==> config.mk <==
export PLATFORM = sky130hd
export DESIGN_NAME = dma_rf
export DESIGN_NICKNAME = d
export VERILOG_FILES = /design/src/rtl/dma_rf_pkg.sv /design/src/rtl/dma_rf_acc_fsm.sv /design/src/rtl/dma_rf_chan.sv /design/src/rtl/dma_rf.sv
export SDC_FILE = /design/constraint.sdc
export NUM_CORES = 1
export LEC_CHECK = 0
export BUFFER_PORTS_ARGS = -buffer_cell sky130_fd_sc_hd__buf_2
export CORE_ASPECT_RATIO = 1.1
export CORE_MARGIN = 2
export CORE_UTILIZATION = 30
export DETAILED_ROUTE_END_ITERATION = 10
export GPL_TIMING_DRIVEN = 0
export PLACE_DENSITY = 0.59
export SYNTH_ARGS = -nofsm -noshare
export SYNTH_HDL_FRONTEND = slang
export SYNTH_SLANG_ARGS = --single-unit
==> constraint.sdc <==
create_clock -name clk -period 18.94 [get_ports clk]
set_input_delay 3.788 -clock clk [delete_from_list [all_inputs] [get_ports clk]]
set_output_delay 3.788 -clock clk [all_outputs]
set_load 0.03 [all_outputs]
==> src/rtl/dma_rf_pkg.sv <==
package dma_rf_pkg;
    localparam int DW            = 8;
    localparam int RW            = 2 * DW;
    localparam int NCH           = 4;
    localparam int CHW           = $clog2(NCH);
    localparam int AW            = 4;
    localparam int MODE_W        = DW - CHW;
    localparam int MODE_AUTO_BIT = 2;
    localparam int CMD_OFF_BIT   = 2;

    typedef enum logic [1:0] {
        ACC_IDLE  = 2'd0,
        ACC_WRITE = 2'd1,
        ACC_READ  = 2'd2
    } acc_state_e;

    typedef enum logic [2:0] {
        SW_STAT_CMD = 3'd0,
        SW_REQ1     = 3'd1,
        SW_MASK1    = 3'd2,
        SW_MODE     = 3'd3,
        SW_PTRCLR   = 3'd4,
        SW_TMP_MCLR = 3'd5,
        SW_UNMASK   = 3'd6,
        SW_MASKALL  = 3'd7
    } sw_cmd_e;
endpackage

==> src/rtl/dma_rf_acc_fsm.sv <==
module dma_rf_acc_fsm
    import dma_rf_pkg::*;
(
    input  logic          clk,
    input  logic          rst,
    input  logic          wr_stb,
    input  logic          rd_stb,
    input  logic          allow,
    input  logic [AW-1:0] addr,
    output logic          wr_fire,
    output logic          rd_live,
    output logic          rd_done,
    output logic [AW-1:0] rd_addr
);
    acc_state_e    state_q, state_n;
    logic          rd_ok_q;
    logic [AW-1:0] rd_addr_q;

    always_comb begin
        state_n = state_q;
        unique case (state_q)
            ACC_IDLE: begin
                if (wr_stb)      state_n = ACC_WRITE;
                else if (rd_stb) state_n = ACC_READ;
            end
            ACC_WRITE: if (!wr_stb) state_n = ACC_IDLE;
            ACC_READ:  if (!rd_stb) state_n = ACC_IDLE;
            default:   state_n = ACC_IDLE;
        endcase
    end

    always_ff @(posedge clk or posedge rst) begin
        if (rst) state_q <= ACC_IDLE;
        else     state_q <= state_n;
    end

    always_ff @(posedge clk or posedge rst) begin
        if (rst) begin
            rd_ok_q   <= 1'b0;
            rd_addr_q <= '0;
        end else if (state_q == ACC_IDLE && !wr_stb && rd_stb) begin
            rd_ok_q   <= allow;
            rd_addr_q <= addr;
        end
    end

    always_comb begin
        wr_fire = (state_q == ACC_IDLE) && wr_stb && allow;
        rd_live = (state_q == ACC_READ) && rd_ok_q;
        rd_done = (state_q == ACC_READ) && !rd_stb && rd_ok_q;
        rd_addr = rd_addr_q;
    end
endmodule

==> src/rtl/dma_rf_chan.sv <==
module dma_rf_chan
    import dma_rf_pkg::*;
(
    input  logic          clk,
    input  logic          rst,
    input  logic          wr_en,
    input  logic          wr_cnt,
    input  logic          wr_hi,
    input  logic [DW-1:0] wr_byte,
    input  logic          reload,
    input  logic          upd_en,
    input  logic [RW-1:0] upd_addr,
    input  logic [RW-1:0] upd_count,
    output logic [RW-1:0] cur_addr,
    output logic [RW-1:0] cur_count
);
    logic [RW-1:0] base_a_q, base_c_q, cur_a_q, cur_c_q;

    always_ff @(posedge clk or posedge rst) begin
        if (rst) begin
            base_a_q <= '0;
            cur_a_q  <= '0;
        end else if (wr_en && !wr_cnt) begin
            if (wr_hi) begin
                base_a_q[RW-1:DW] <= wr_byte;
                cur_a_q[RW-1:DW]  <= wr_byte;
            end else begin
                base_a_q[DW-1:0]  <= wr_byte;
                cur_a_q[DW-1:0]   <= wr_byte;
            end
        end else if (reload) begin
            cur_a_q <= base_a_q;
        end else if (upd_en) begin
            cur_a_q <= upd_addr;
        end
    end

    always_ff @(posedge clk or posedge rst) begin
        if (rst) begin
            base_c_q <= '0;
            cur_c_q  <= '0;
        end else if (wr_en && wr_cnt) begin
            if (wr_hi) begin
                base_c_q[RW-1:DW] <= wr_byte;
                cur_c_q[RW-1:DW]  <= wr_byte;
            end else begin
                base_c_q[DW-1:0]  <= wr_byte;
                cur_c_q[DW-1:0]   <= wr_byte;
            end
        end else if (reload) begin
            cur_c_q <= base_c_q;
        end else if (upd_en) begin
            cur_c_q <= upd_count;
        end
    end

    assign cur_addr  = cur_a_q;
    assign cur_count = cur_c_q;
endmodule

==> src/rtl/dma_rf.sv <==
module dma_rf
    import dma_rf_pkg::*;
(
    input  logic              clk,
    input  logic              rst,
    input  logic              cpu_sel,
    input  logic              bus_grant,
    input  logic [AW-1:0]     reg_addr,
    input  logic              wr_stb,
    input  logic              rd_stb,
    input  logic [DW-1:0]     wdata,
    output logic [DW-1:0]     rdata,
    input  logic [NCH-1:0]    eop_in,
    input  logic [NCH-1:0]    req_live,
    input  logic              tmp_load,
    input  logic [DW-1:0]     tmp_din,
    input  logic              upd_en,
    input  logic [CHW-1:0]    upd_chan,
    input  logic [RW-1:0]     upd_addr,
    input  logic [RW-1:0]     upd_count,
    output logic [NCH*RW-1:0] cur_addr_o,
    output logic [NCH*RW-1:0] cur_count_o,
    output logic [NCH*MODE_W-1:0] mode_o,
    output logic [NCH-1:0]    mask_o,
    output logic [NCH-1:0]    swreq_o,
    output logic [DW-1:0]     cmd_o,
    output logic              ctrl_off
);
    logic          wr_fire, rd_live, rd_done;
    logic [AW-1:0] rd_addr;

    dma_rf_acc_fsm u_acc (
        .clk     (clk),
        .rst     (rst),
        .wr_stb  (wr_stb),
        .rd_stb  (rd_stb),
        .allow   (cpu_sel && !bus_grant),
        .addr    (reg_addr),
        .wr_fire (wr_fire),
        .rd_live (rd_live),
        .rd_done (rd_done),
        .rd_addr (rd_addr)
    );

    logic [DW-1:0]     cmd_q, cmd_n;
    logic [NCH-1:0]    tc_q, tc_n, req_q, req_n, mask_q, mask_n;
    logic [DW-1:0]     tmp_q, tmp_n;
    logic              ptr_q, ptr_n;
    logic [MODE_W-1:0] mode_q [NCH];
    logic [RW-1:0]     cur_a [NCH];
    logic [RW-1:0]     cur_c [NCH];

    logic    chan_wr, chan_rd_done, cmd_wr;
    sw_cmd_e wcode;

    assign chan_wr      = wr_fire && !reg_addr[AW-1];
    assign chan_rd_done = rd_done && !rd_addr[AW-1];
    assign cmd_wr       = wr_fire && reg_addr[AW-1];
    assign wcode        = sw_cmd_e'(reg_addr[AW-2:0]);

    // channel register banks
    for (genvar i = 0; i < NCH; i++) begin : g_chan
        dma_rf_chan u_chan (
            .clk       (clk),
            .rst       (rst),
            .wr_en     (chan_wr && (reg_addr[AW-2:1] == CHW'(i))),
            .wr_cnt    (reg_addr[0]),
            .wr_hi     (ptr_q),
            .wr_byte   (wdata),
            .reload    (eop_in[i] && mode_q[i][MODE_AUTO_BIT]),
            .upd_en    (upd_en && (upd_chan == CHW'(i))),
            .upd_addr  (upd_addr),
            .upd_count (upd_count),
            .cur_addr  (cur_a[i]),
            .cur_count (cur_c[i])
        );
        assign cur_addr_o[i*RW +: RW]      = cur_a[i];
        assign cur_count_o[i*RW +: RW]     = cur_c[i];
        assign mode_o[i*MODE_W +: MODE_W]  = mode_q[i];
    end

    // command decode and end-of-process handling
    always_comb begin
        cmd_n  = cmd_q;
        tc_n   = tc_q;
        req_n  = req_q;
        mask_n = mask_q;
        tmp_n  = tmp_q;
        ptr_n  = ptr_q;
        if (tmp_load) tmp_n = tmp_din;
        if (chan_wr || chan_rd_done) ptr_n = !ptr_q;
        if (rd_done && rd_addr[AW-1] && rd_addr[AW-2:0] == SW_STAT_CMD) tc_n = '0;
        if (cmd_wr) begin
            unique case (wcode)
                SW_STAT_CMD: cmd_n = wdata;
                SW_REQ1:     req_n[wdata[CHW-1:0]]  = wdata[CHW];
                SW_MASK1:    mask_n[wdata[CHW-1:0]] = wdata[CHW];
                SW_MODE:     ;
                SW_PTRCLR:   ptr_n = 1'b0;
                SW_TMP_MCLR: begin
                    cmd_n  = '0;
                    tc_n   = '0;
                    req_n  = '0;
                    tmp_n  = '0;
                    ptr_n  = 1'b0;
                    mask_n = '1;
                end
                SW_UNMASK:   mask_n = '0;
                SW_MASKALL:  mask_n = wdata[NCH-1:0];
            endcase
        end
        for (int i = 0; i < NCH; i++) begin
            if (eop_in[i]) begin
                tc_n[i]  = 1'b1;
                req_n[i] = 1'b0;
                if (!mode_q[i][MODE_AUTO_BIT]) mask_n[i] = 1'b1;
            end
        end
    end

    always_ff @(posedge clk or posedge rst) begin
        if (rst) begin
            cmd_q  <= '0;
            tc_q   <= '0;
            req_q  <= '0;
            mask_q <= '1;
            tmp_q  <= '0;
            ptr_q  <= 1'b0;
        end else begin
            cmd_q  <= cmd_n;
            tc_q   <= tc_n;
            req_q  <= req_n;
            mask_q <= mask_n;
            tmp_q  <= tmp_n;
            ptr_q  <= ptr_n;
        end
    end

    always_ff @(posedge clk or posedge rst) begin
        if (rst) begin
            for (int i = 0; i < NCH; i++) mode_q[i] <= '0;
        end else if (cmd_wr && wcode == SW_MODE) begin
            mode_q[wdata[CHW-1:0]] <= wdata[DW-1:CHW];
        end
    end

    // read data path
    logic [RW-1:0] rd_word;
    always_comb begin
        rd_word = rd_addr[0] ? cur_c[rd_addr[AW-2:1]] : cur_a[rd_addr[AW-2:1]];
        rdata   = '0;
        if (rd_live) begin
            if (!rd_addr[AW-1]) begin
                rdata = ptr_q ? rd_word[RW-1:DW] : rd_word[DW-1:0];
            end else if (rd_addr[AW-2:0] == SW_STAT_CMD) begin
                rdata = {req_live | req_q, tc_q};
            end else if (rd_addr[AW-2:0] == SW_TMP_MCLR) begin
                rdata = tmp_q;
            end
        end
    end

    assign mask_o   = mask_q;
    assign swreq_o  = req_q;
    assign cmd_o    = cmd_q;
    assign ctrl_off = cmd_q[CMD_OFF_BIT];
endmodule

==> flow_summary.ini <==
[outcome]
outcome = completed

[clock_network]
clock_latency_ns = 0.58
cts_tree = yes
cts_setup_buffers = 0
cts_max_path_buffers = 3
cts_buffers = 36
root_buffer = clkbuf_16
clock-sinks = 316
path_clk_slew_ns = 0.06
htree_levels = 2
post_cts_resized = 0
cts_hold_buf = 0

[die]
die_h_um = 245
core-area_sq_um = 52300
pin_count = 247
row_count = 88
die-area_sq_um = 54500
initial_core_util = 0.302
fp.dieW_um = 223

[sta]
slew_headroom = 0.113
hold_violations = 0
slew_violations = 0
worstMarginPinSlew_ns = 1.33
rsz0062_at_grt = no
setup_tns_ns = 0
skew_ns = 0.0251
layout_worst_path_cycle_share = 0.466
final.min_clock_period_ns = 8.82
setup_viol = 0
timing.fmax_mhz = 113

[worst_setup_path]
crit_path_max_fanout = 1
worstSetupStartpointType = input port
required_ns = 15.15
crit_arrival_ns = 5.03
critPathKind = in -> out
crit_path_end_kind = output pin

[power_and_ir_drop]
power.static_leakage_nw = 9.46
power_density_nw_per_um2 = 107
max-vdd-ir-drop_mv = 0.0768
power_mw = 2.03

[synthesis]
synth.area.top_cells = dfrtp_1 49%, mux2_2 8.1%, mux2i_1 8.0%
synth_cells = 1395
synth_flop_cell = dfrtp_1
yosysMostFrequentCell = dfrtp_1
synth_compound_area_frac = 0.130
synthMuxAreaShare = 0.205
synth_seq_area_share = 0.501
syn_avg_cell_area_sq_um = 11.3
synth_common_cells = 312 x dfrtp_1, 127 x mux2i_1, 114 x mux2_2, 114 x nand2_1, 95 x inv_1
ys_async_sr_fraction = 1.00
synthXorXnorAreaFrac = 0.000554
synthAdderAreaFrac = 0
synth_edf_count = 0
yosysUniqueCellTypes = 65
synth_top_area_frac = 0.494
synth_top_family_by_area = multiplexers
synth_warnings = 0
synth_simple_gate_area_frac = 0.109
synth_seq_cells = 316
synth_top_area_cell = dfrtp_1
syn_area_sq_um = 15800
syn-num-nets = 1465

[final_layout]
area_growth_pct = 20.5
final_cells = 2373
utilization = 0.364
nets = 1742
layout-drive-gt1-share = 0.323
fillers = 5201

[hold_path]
hold_path_class = reg -> reg

[route]
drtPass1Iterations = 8
drt_iter0_drc = 1498
drc = 0
drt-vias-per-instance = 5.77
dr_total_vias = 13683
ant_nets = 0
wl_per_cell_um = 30.5
drt-total-wl_mm = 72.3

[global_route]
overflow = 0
grt_max_degree = 111
antenna_found_initial = 5
grt_use_total = 0.262
grt_pass1_wl_mm = 101
grt_pass1_vias = 13804

[place]
dp_hpwl_mm = 54.6
io_buffers = 237
dp_cells = 2309
gp_congestion = 0.967

[flow_run]
cap_viol_max_count = 0
==> power breakdown <==
group | leakage, nW | switching [mW] | total [mW] | internal (mW)
Combinational | 5.00 | 0.325 | 0.499 | 0.174
Sequential | 3.91 | 0.0931 | 0.848 | 0.755
Clock | 0.550 | 0.300 | 0.687 | 0.387
==> cells in the final DEF, fill, tap and decap left out, types with 5 or more instances in the layout <==
| master | Yosys | routed |
|---|---|---|
| a21boi_2 | 5 | 5 |
| a21o_1 | 5 | 5 |
| a21oi_1 | 19 | 19 |
| a221oi_1 | 40 | 40 |
| a222oi_1 | 24 | 24 |
| a22o_1 | 7 | 7 |
| a22oi_1 | 6 | 6 |
| a31oi_1 | 5 | 5 |
| buf_1 | 13 | 13 |
| buf_2 | 30 | 267 |
| buf_4 | 9 | 9 |
| clkbuf_1 | 54 | 61 |
| clkbuf_16 | 0 | 36 |
| clkbuf_8 | 0 | 9 |
| dfrtp_1 | 312 | 312 |
| inv_1 | 95 | 94 |
| mux2_2 | 114 | 114 |
| mux2i_1 | 127 | 127 |
| mux4_2 | 30 | 30 |
| nand2_1 | 114 | 114 |
| nand2b_1 | 7 | 7 |
| nand3_1 | 94 | 94 |
| nand3b_1 | 6 | 6 |
| nand4_1 | 10 | 10 |
| nor2_1 | 64 | 64 |
| nor2b_1 | 6 | 6 |
| nor3_1 | 6 | 6 |
| o21ai_0 | 62 | 62 |
| o221a_2 | 50 | 50 |
| o221ai_1 | 19 | 19 |
| or3_1 | 6 | 6 |
==> cells by family after synthesis <==
kind of cell | count (synthesis)
muxes | 272
DFF | 316
AOI/OAI and AO/OA | 254
xor gates and xnor gates | 1
and+or+nand+nor | 348
buffers and inverters | 204
==> flip-flops by register name, indices dropped and copies added (netlist names) <==
register                 cells
g_chan.u_chan.base_a_q      64
g_chan.u_chan.base_c_q      64
g_chan.u_chan.cur_addr      64
g_chan.u_chan.cur_count     64
mode_o                      24
cmd_o                        8
tmp_q                        8
mask_o                       4
swreq_o                      4
tc_q                         4
u_acc.rd_addr                4
u_acc.state_q                2
ptr_q                        1
u_acc.rd_ok_q                1
==> path summary, 6_finish.rpt <==
kind,end,start,depth (start not counted),slack [ns]
max reg2reg,g_chan[1].u_chan.cur_addr[1],mode_o[8],5,15.86
max in group asynchronous,g_chan[1].u_chan.base_a_q[13],rst,4,14.06
min reg2reg,g_chan[1].u_chan.base_c_q[3],g_chan[1].u_chan.base_c_q[3],2,0.48
max,rdata[5],req_live[1],5,10.12
min in group asynchronous,g_chan[0].u_chan.cur_addr[2],rst,2,3.34
min,g_chan[1].u_chan.base_c_q[3],g_chan[1].u_chan.base_c_q[3],2,0.48
==> worst max-delay path, cell delays in order <==
cell and delay [ns]:
buf_2 0.08, o21ai_0 0.07, a21oi_1 0.64, or3_1 0.24, buf_2 0.21
==> routing by layer <==
metal,track usage,part of all wire
met3,0.0558,0.089
met5,0,0.00037
met1,0.350,0.41
met2,0.421,0.46
met4,0.0928,0.034
==> per-stage QoR <==
step           setup WS (ns)  instance area [sq um]  hold WS [ns]
3_5_place_dp           10.22                  17900         0.469
3_3_place_gp            2.72                  17800         0.461
6_report               10.12                  19000         0.479
4_1_cts                10.21                  19000         0.482
5_1_grt                10.10                  19000         0.497
2_1_floorplan           6.42                  15800         0.449
==> area by class of cell <==
cell class                 count  area [sq um]  share of cell area
timing repair buffer         239          1240              0.0652
tap                          675           845              0.0443
clock buffer                  52          1050              0.0552
antenna                        4          10.0            0.000526
buffer                       107           480              0.0252
sequential                   316          7910               0.415
inverter                      97           372              0.0195
multi-input combinational    875          7050               0.370
clock inverter                 8          82.6             0.00434
Power figures use the tool's default switching activity.
